--- src/rtl/spi_chain_pkg.sv ---
package spi_chain_pkg;
  localparam int WordBits = 16;

  typedef struct packed {
    logic load;    // capture status at frame start
    logic sample;  // capture serial input (SCLK rise)
    logic shift;   // advance shift register (SCLK fall)
    logic commit;  // frame length valid, take command
    logic reject;  // frame length invalid
  } ctlStrobe_t;
endpackage

--- src/rtl/spi_chain_ctrl.sv ---
module spi_chain_ctrl
  import spi_chain_pkg::*;
#(
  parameter int SyncStages = 2,
  parameter int FrameBits  = WordBits
) (
  input  logic       clk,
  input  logic       rstN,
  input  logic       csbN,
  input  logic       sclk,
  output ctlStrobe_t strb,
  output logic       frameActive
);
  localparam int CntW = $clog2(FrameBits);

  logic [SyncStages-1:0] csbSync;
  logic [SyncStages-1:0] sclkSync;
  logic csbD, sclkD;
  logic [CntW-1:0] bitCnt;
  logic anyEdge;

  always_ff @(posedge clk or negedge rstN) begin
    if (!rstN) begin
      csbSync  <= '1;
      sclkSync <= '0;
      csbD     <= 1'b1;
      sclkD    <= 1'b0;
    end else begin
      csbSync  <= {csbSync[SyncStages-2:0], csbN};
      sclkSync <= {sclkSync[SyncStages-2:0], sclk};
      csbD     <= csbSync[SyncStages-1];
      sclkD    <= sclkSync[SyncStages-1];
    end
  end

  logic csbNow, sclkNow, inFrame;
  assign csbNow  = csbSync[SyncStages-1];
  assign sclkNow = sclkSync[SyncStages-1];
  assign inFrame = !csbNow && !csbD;

  always_comb begin
    strb        = '0;
    strb.load   = csbD && !csbNow;
    strb.sample = inFrame && sclkNow && !sclkD;
    strb.shift  = inFrame && !sclkNow && sclkD;
    strb.commit = !csbD && csbNow && anyEdge && (bitCnt == '0);
    strb.reject = !csbD && csbNow && !(anyEdge && (bitCnt == '0));
  end

  assign frameActive = !csbD;

  always_ff @(posedge clk or negedge rstN) begin
    if (!rstN) begin
      bitCnt  <= '0;
      anyEdge <= 1'b0;
    end else if (strb.load) begin
      bitCnt  <= '0;
      anyEdge <= 1'b0;
    end else if (strb.sample) begin
      bitCnt  <= (bitCnt == CntW'(FrameBits - 1)) ? '0 : bitCnt + 1'b1;
      anyEdge <= 1'b1;
    end
  end


  load_clears_count_chk: assert property (@(posedge clk) disable iff (!rstN)
    strb.load |=> (bitCnt == '0 && !anyEdge));


  idle_no_edges_chk: assert property (@(posedge clk) disable iff (!rstN)
    csbD |-> !(strb.sample || strb.shift));
endmodule

--- src/rtl/spi_chain_dp.sv ---
module spi_chain_dp
  import spi_chain_pkg::*;
#(
  parameter int SyncStages = 2,
  parameter int FrameBits  = WordBits
) (
  input  logic                 clk,
  input  logic                 rstN,
  input  logic                 si,
  input  logic [FrameBits-1:0] statusIn,
  input  ctlStrobe_t           strb,
  output logic                 soData,
  output logic [FrameBits-1:0] cmdWord,
  output logic                 cmdValid,
  output logic                 frameErr
);
  logic [SyncStages-1:0] siSync;
  logic siHold;
  logic [FrameBits-1:0] shReg;

  always_ff @(posedge clk or negedge rstN) begin
    if (!rstN) siSync <= '0;
    else       siSync <= {siSync[SyncStages-2:0], si};
  end

  always_ff @(posedge clk or negedge rstN) begin
    if (!rstN) begin
      siHold   <= 1'b0;
      shReg    <= '0;
      cmdWord  <= '0;
      cmdValid <= 1'b0;
      frameErr <= 1'b0;
    end else begin
      cmdValid <= strb.commit;
      frameErr <= strb.reject;
      if (strb.sample) siHold <= siSync[SyncStages-1];
      if (strb.load)
        shReg <= {statusIn[0], statusIn[FrameBits-1:1]};
      else if (strb.shift)
        shReg <= {shReg[FrameBits-2:0], siHold};
      if (strb.commit) cmdWord <= shReg;
    end
  end

  assign soData = shReg[FrameBits-1];


  load_shift_excl_chk: assert property (@(posedge clk) disable iff (!rstN)
    !(strb.load && (strb.shift || strb.sample)));


  cmd_hold_on_reject_chk: assert property (@(posedge clk) disable iff (!rstN)
    frameErr |-> $stable(cmdWord));
endmodule

--- src/rtl/spi_status_chain.sv ---
module spi_status_chain
  import spi_chain_pkg::*;
#(
  parameter int SyncStages = 2
) (
  input  logic                clk,
  input  logic                rstN,
  input  logic                csbN,
  input  logic                sclk,
  input  logic                si,
  input  logic [WordBits-1:0] statusIn,
  output logic                soData,
  output logic                soOe,
  output logic [WordBits-1:0] cmdWord,
  output logic                cmdValid,
  output logic                frameErr
);
  ctlStrobe_t strb;

  spi_chain_ctrl #(.SyncStages(SyncStages), .FrameBits(WordBits)) u_ctrl (
    .clk(clk), .rstN(rstN), .csbN(csbN), .sclk(sclk),
    .strb(strb), .frameActive(soOe)
  );

  spi_chain_dp #(.SyncStages(SyncStages), .FrameBits(WordBits)) u_dp (
    .clk(clk), .rstN(rstN), .si(si), .statusIn(statusIn), .strb(strb),
    .soData(soData), .cmdWord(cmdWord), .cmdValid(cmdValid), .frameErr(frameErr)
  );


  warn_at_start_chk: assert property (@(posedge clk) disable iff (!rstN)
    $rose(soOe) |-> soData == $past(statusIn[0]));


  commit_in_frame_chk: assert property (@(posedge clk) disable iff (!rstN)
    cmdValid |-> $past(soOe));


  strobes_excl_chk: assert property (@(posedge clk) disable iff (!rstN)
    $onehot0({cmdValid, frameErr}));
endmodule

--- config.mk ---
export PLATFORM = sky130hd
export DESIGN_NAME = spi_status_chain
export DESIGN_NICKNAME = d
export VERILOG_FILES = /design/src/rtl/spi_chain_pkg.sv /design/src/rtl/spi_chain_ctrl.sv /design/src/rtl/spi_chain_dp.sv /design/src/rtl/spi_status_chain.sv
export SDC_FILE = /design/constraint.sdc
export NUM_CORES = 1
export LEC_CHECK = 0
export ABC_AREA = 0
export ABC_CLOCK_PERIOD_IN_PS = 3500
export BUFFER_PORTS_ARGS = -buffer_cell sky130_fd_sc_hd__clkbuf_2
export CAP_MARGIN = 10
export CORE_ASPECT_RATIO = 2
export CORE_MARGIN = 1.5
export CORE_UTILIZATION = 25
export CTS_CLUSTER_DIAMETER = 50
export DETAILED_ROUTE_END_ITERATION = 6
export GPL_TIMING_DRIVEN = 0
export PLACE_DENSITY_LB_ADDON = 0.12
export SYNTH_ARGS = -nofsm -noshare
export SYNTH_HDL_FRONTEND = slang
export SYNTH_SLANG_ARGS = --single-unit
--- constraint.sdc ---
create_clock -name clk -period 3.5 [get_ports clk]
set_input_delay 0.525 -clock clk [delete_from_list [all_inputs] [get_ports clk]]
set_output_delay 0.525 -clock clk [all_outputs]
set_load 0.02 [all_outputs]
==> impl_metrics.tcl <==
set metrics [dict create \
    status "completed" \
    clkLatencyLatePin_ns 0.29 \
    post-cts-setup-buffers 0 \
    wire_per_inst_um 15.6 \
    place_congestion 0.718 \
    start_util_pct 25.8 \
    num_io_pins 41 \
    path_class "flop to flop" \
    p_sw_mw 0.478 \
    syn_area_um2 1940 \
    nets 207 \
    seq_power_share_pct 45.9 \
    hp-class "primary input to async pin" \
    powerDensity_nw_per_um2 667 \
    syn_nets 159 \
    cts_buffers 5 \
    dieHeight_um 128 \
    slew_viol_final 0 \
    multiInputGateArea_um2 691 \
    async_reset_ff_share_pct 100 \
    portBuffers 40 \
    synth_cell_types 31 \
    rsz0062_at_grt "false" \
    worstSetupEndpointType "flop" \
    fin_setup_tns_ns 0 \
    netSwitchingFraction_pct 29.4 \
    worstMarginPinSlew_ns 0.732 \
    cts_hold_buf 0 \
    finalWorstSetupSlack_ns 1.61 \
    cp.required_ns 3.66 \
    synth.yosys.warnings 0 \
    track_usage_pct 11.7 \
    cts_sinks 48 \
    path_cells "inv_1 -> ha_1 -> and4bb_1 -> nand3_2 -> buf_4 -> mux2_1" \
    cts_tree "built" \
    fin_skew_ns 0.00604 \
    worst-path-buf-inv 2 \
    drv_cap 0 \
    clkTransAtPathRegs_ns 0.06 \
    vias 1251 \
    grt_pass1_vias 1504 \
    die_w_um 65.3 \
    synth-edff-count 0 \
    coreArea_um2 7540 \
    crit_path_start_kind "flop" \
    fmax_mhz 528 \
    post-place-ws_ns 1.59 \
    clockBufferDepth 2 \
    critical_path.max_stage_delay_ns 0.40 \
    dr.pass1.iters 4 \
    p_leak_nw 1.25 \
    placed_cell_area_um2 2260 \
    cp_slowest_cell "dfrtp_1" \
    cp_max_fo 10 \
    postRouteWirelength_um 4350 \
    clock_power_share_pct 32.9 \
    r2r_slack_ns 1.61 \
    arrival_ns 2.06 \
    ant_nets 0 \
    h-tree-depth 2 \
    ys_ff_latch 48 \
    combPwrFrac_pct 21.1 \
    fin_crit_sh_pct 54.1 \
    drc 0 \
    diodes 0 \
    grt_first_pass_wirelength_um 7330 \
    crit_family "simple AND/OR/NAND/NOR gates" \
    register_area_um2 1200 \
    hold_viol 0 \
    drt-initial-drc-count 38 \
    rows 45 \
    postCtsResizedCells 0 \
    drive_above_1_share_pct 34.1 \
    stdcell_area_um2 2440 \
    setup_viol_count_final 0 \
    viasPerCell 4.48 \
    ys_seq_area_share_pct 62.0 \
    synth_cells 136 \
    area_growth_pct 25.8 \
    fin_crit_ns 1.89 \
    cts-root-buf "clkbuf_16" \
    fp.dieArea_um2 8340 \
    antenna_found_initial 0 \
    internal_power_mw 1.15 \
    slew_headroom_pct 51.1 \
    gr-total-overflow 0 \
    fin_total_pwr_mw 1.63 \
    vdd_ir_drop_max_mv 0.460 \
    nFillCells 790 \
    grt_max_degree 49 \
    avgSynthCellArea_um2 14.3 \
    dpl.hpwl_um 3110 \
    synth_top_flop_cell "dfrtp_1" \
]
==> area by class of cell <==
type	count	area share, %
flip-flops and latches	48	49.3
multi-input cells	79	28.2
repair buffers	41	9.01
clock buffers	6	5.27
well taps	94	4.81
clock inverters	2	1.43
plain buffers	5	1.33
inverters	4	0.614
==> power by group through the flow <==
| stage | Clock, mW | Sequential [mW] | Combinational [mW] |
|---|---|---|---|
| after floorplan | 0 | 0.846 | 0.109 |
| after global placement | 0 | 0.752 | 0.345 |
| after detailed placement | 0 | 0.758 | 0.349 |
| after CTS | 0.558 | 0.750 | 0.350 |
| after global routing | 0.580 | 0.765 | 0.373 |
| final | 0.537 | 0.749 | 0.344 |
==> logic make-up after synthesis <==
kind of cell             synth area share (%)
flip-flops                               62.0
AO/OA/AOI/OAI                            13.3
AND/OR/NAND/NOR                          9.27
multiplexers                             11.7
buffers and inverters                    2.45
adder cells (fa/ha/maj)                  1.29
==> metal layers <==
layer | GRT usage (%) | wire (um) | vias up
met5 | 0 | 0 | -
met4 | 5.51 | 102 | 0
met3 | 2.90 | 169 | 5
met2 | 22.3 | 2420 | 26
met1 | 11.3 | 1650 | 635
li1 | - | - | 585
==> stage by stage <==
step | utilization (%) | hold slack, ns | std cells
CTS | 32.1 | 0.302 | 278
global route | 32.4 | 0.190 | 279
detailed placement | 30.0 | 0.338 | 270
floorplan | - | 0.229 | 136
global placement | 30.0 | 0.336 | 270
finish | 32.4 | 0.167 | 279
==> synth_stat cells, types with 2 or more instances <==
| library cell | number | share of area, % |
|---|---|---|
| dfrtp_1 | 45 | 58 |
| mux2_1 | 16 | 9.3 |
| a21o_1 | 14 | 5.4 |
| a22o_1 | 14 | 6.3 |
| nand2_1 | 9 | 1.7 |
| nand3_1 | 5 | 1.3 |
| dfstp_2 | 3 | 4.1 |
| inv_1 | 3 | 0.58 |
| buf_2 | 2 | 0.52 |
| ha_1 | 2 | 1.3 |
| nor3b_1 | 2 | 0.77 |
| o31ai_1 | 2 | 0.77 |
==> state kept, by name, indices dropped and copies added, names as in the netlist <==
register	flops
u_dp.siHold	1
u_dp.cmdWord	16
u_ctrl.bitCnt	4
u_dp.cmdValid	1
u_ctrl.anyEdge	1
u_ctrl.sclkSync	2
u_dp.shReg	16
u_dp.frameErr	1
u_dp.siSync	2
u_ctrl.sclkD	1
u_ctrl.csbSync	2
u_ctrl.csbD	1
==> final timing paths <==
kind | endpoint | startpoint | cells after the start
max reg2reg | u_dp.cmdWord[10] | u_ctrl.bitCnt[0] | 6
min in group clk | u_ctrl.csbSync[0] | csbN | 1
max | u_dp.cmdWord[10] | u_ctrl.bitCnt[0] | 6
min reg2reg | u_ctrl.sclkSync[1] | u_ctrl.sclkSync[0] | 0
min | u_ctrl.anyEdge | rstN | 1
max in group asynchronous | u_ctrl.csbSync[1] | rstN | 2
==> cell usage in the layout, fill, tap and decap left out, types with 2 or more instances in the layout <==
| cell type | count |
|---|---|
| mux2_1 | 16 |
| o31ai_1 | 2 |
| ha_1 | 2 |
| clkbuf_16 | 5 |
| clkbuf_2 | 39 |
| buf_2 | 3 |
| dfstp_2 | 3 |
| dfrtp_1 | 45 |
| clkbuf_1 | 2 |
| a21o_1 | 14 |
| inv_1 | 3 |
| nor3b_1 | 2 |
| a22o_1 | 14 |
| nand3_1 | 5 |
| nand2_1 | 9 |
Note: power is estimated with default switching activity, not from simulation.
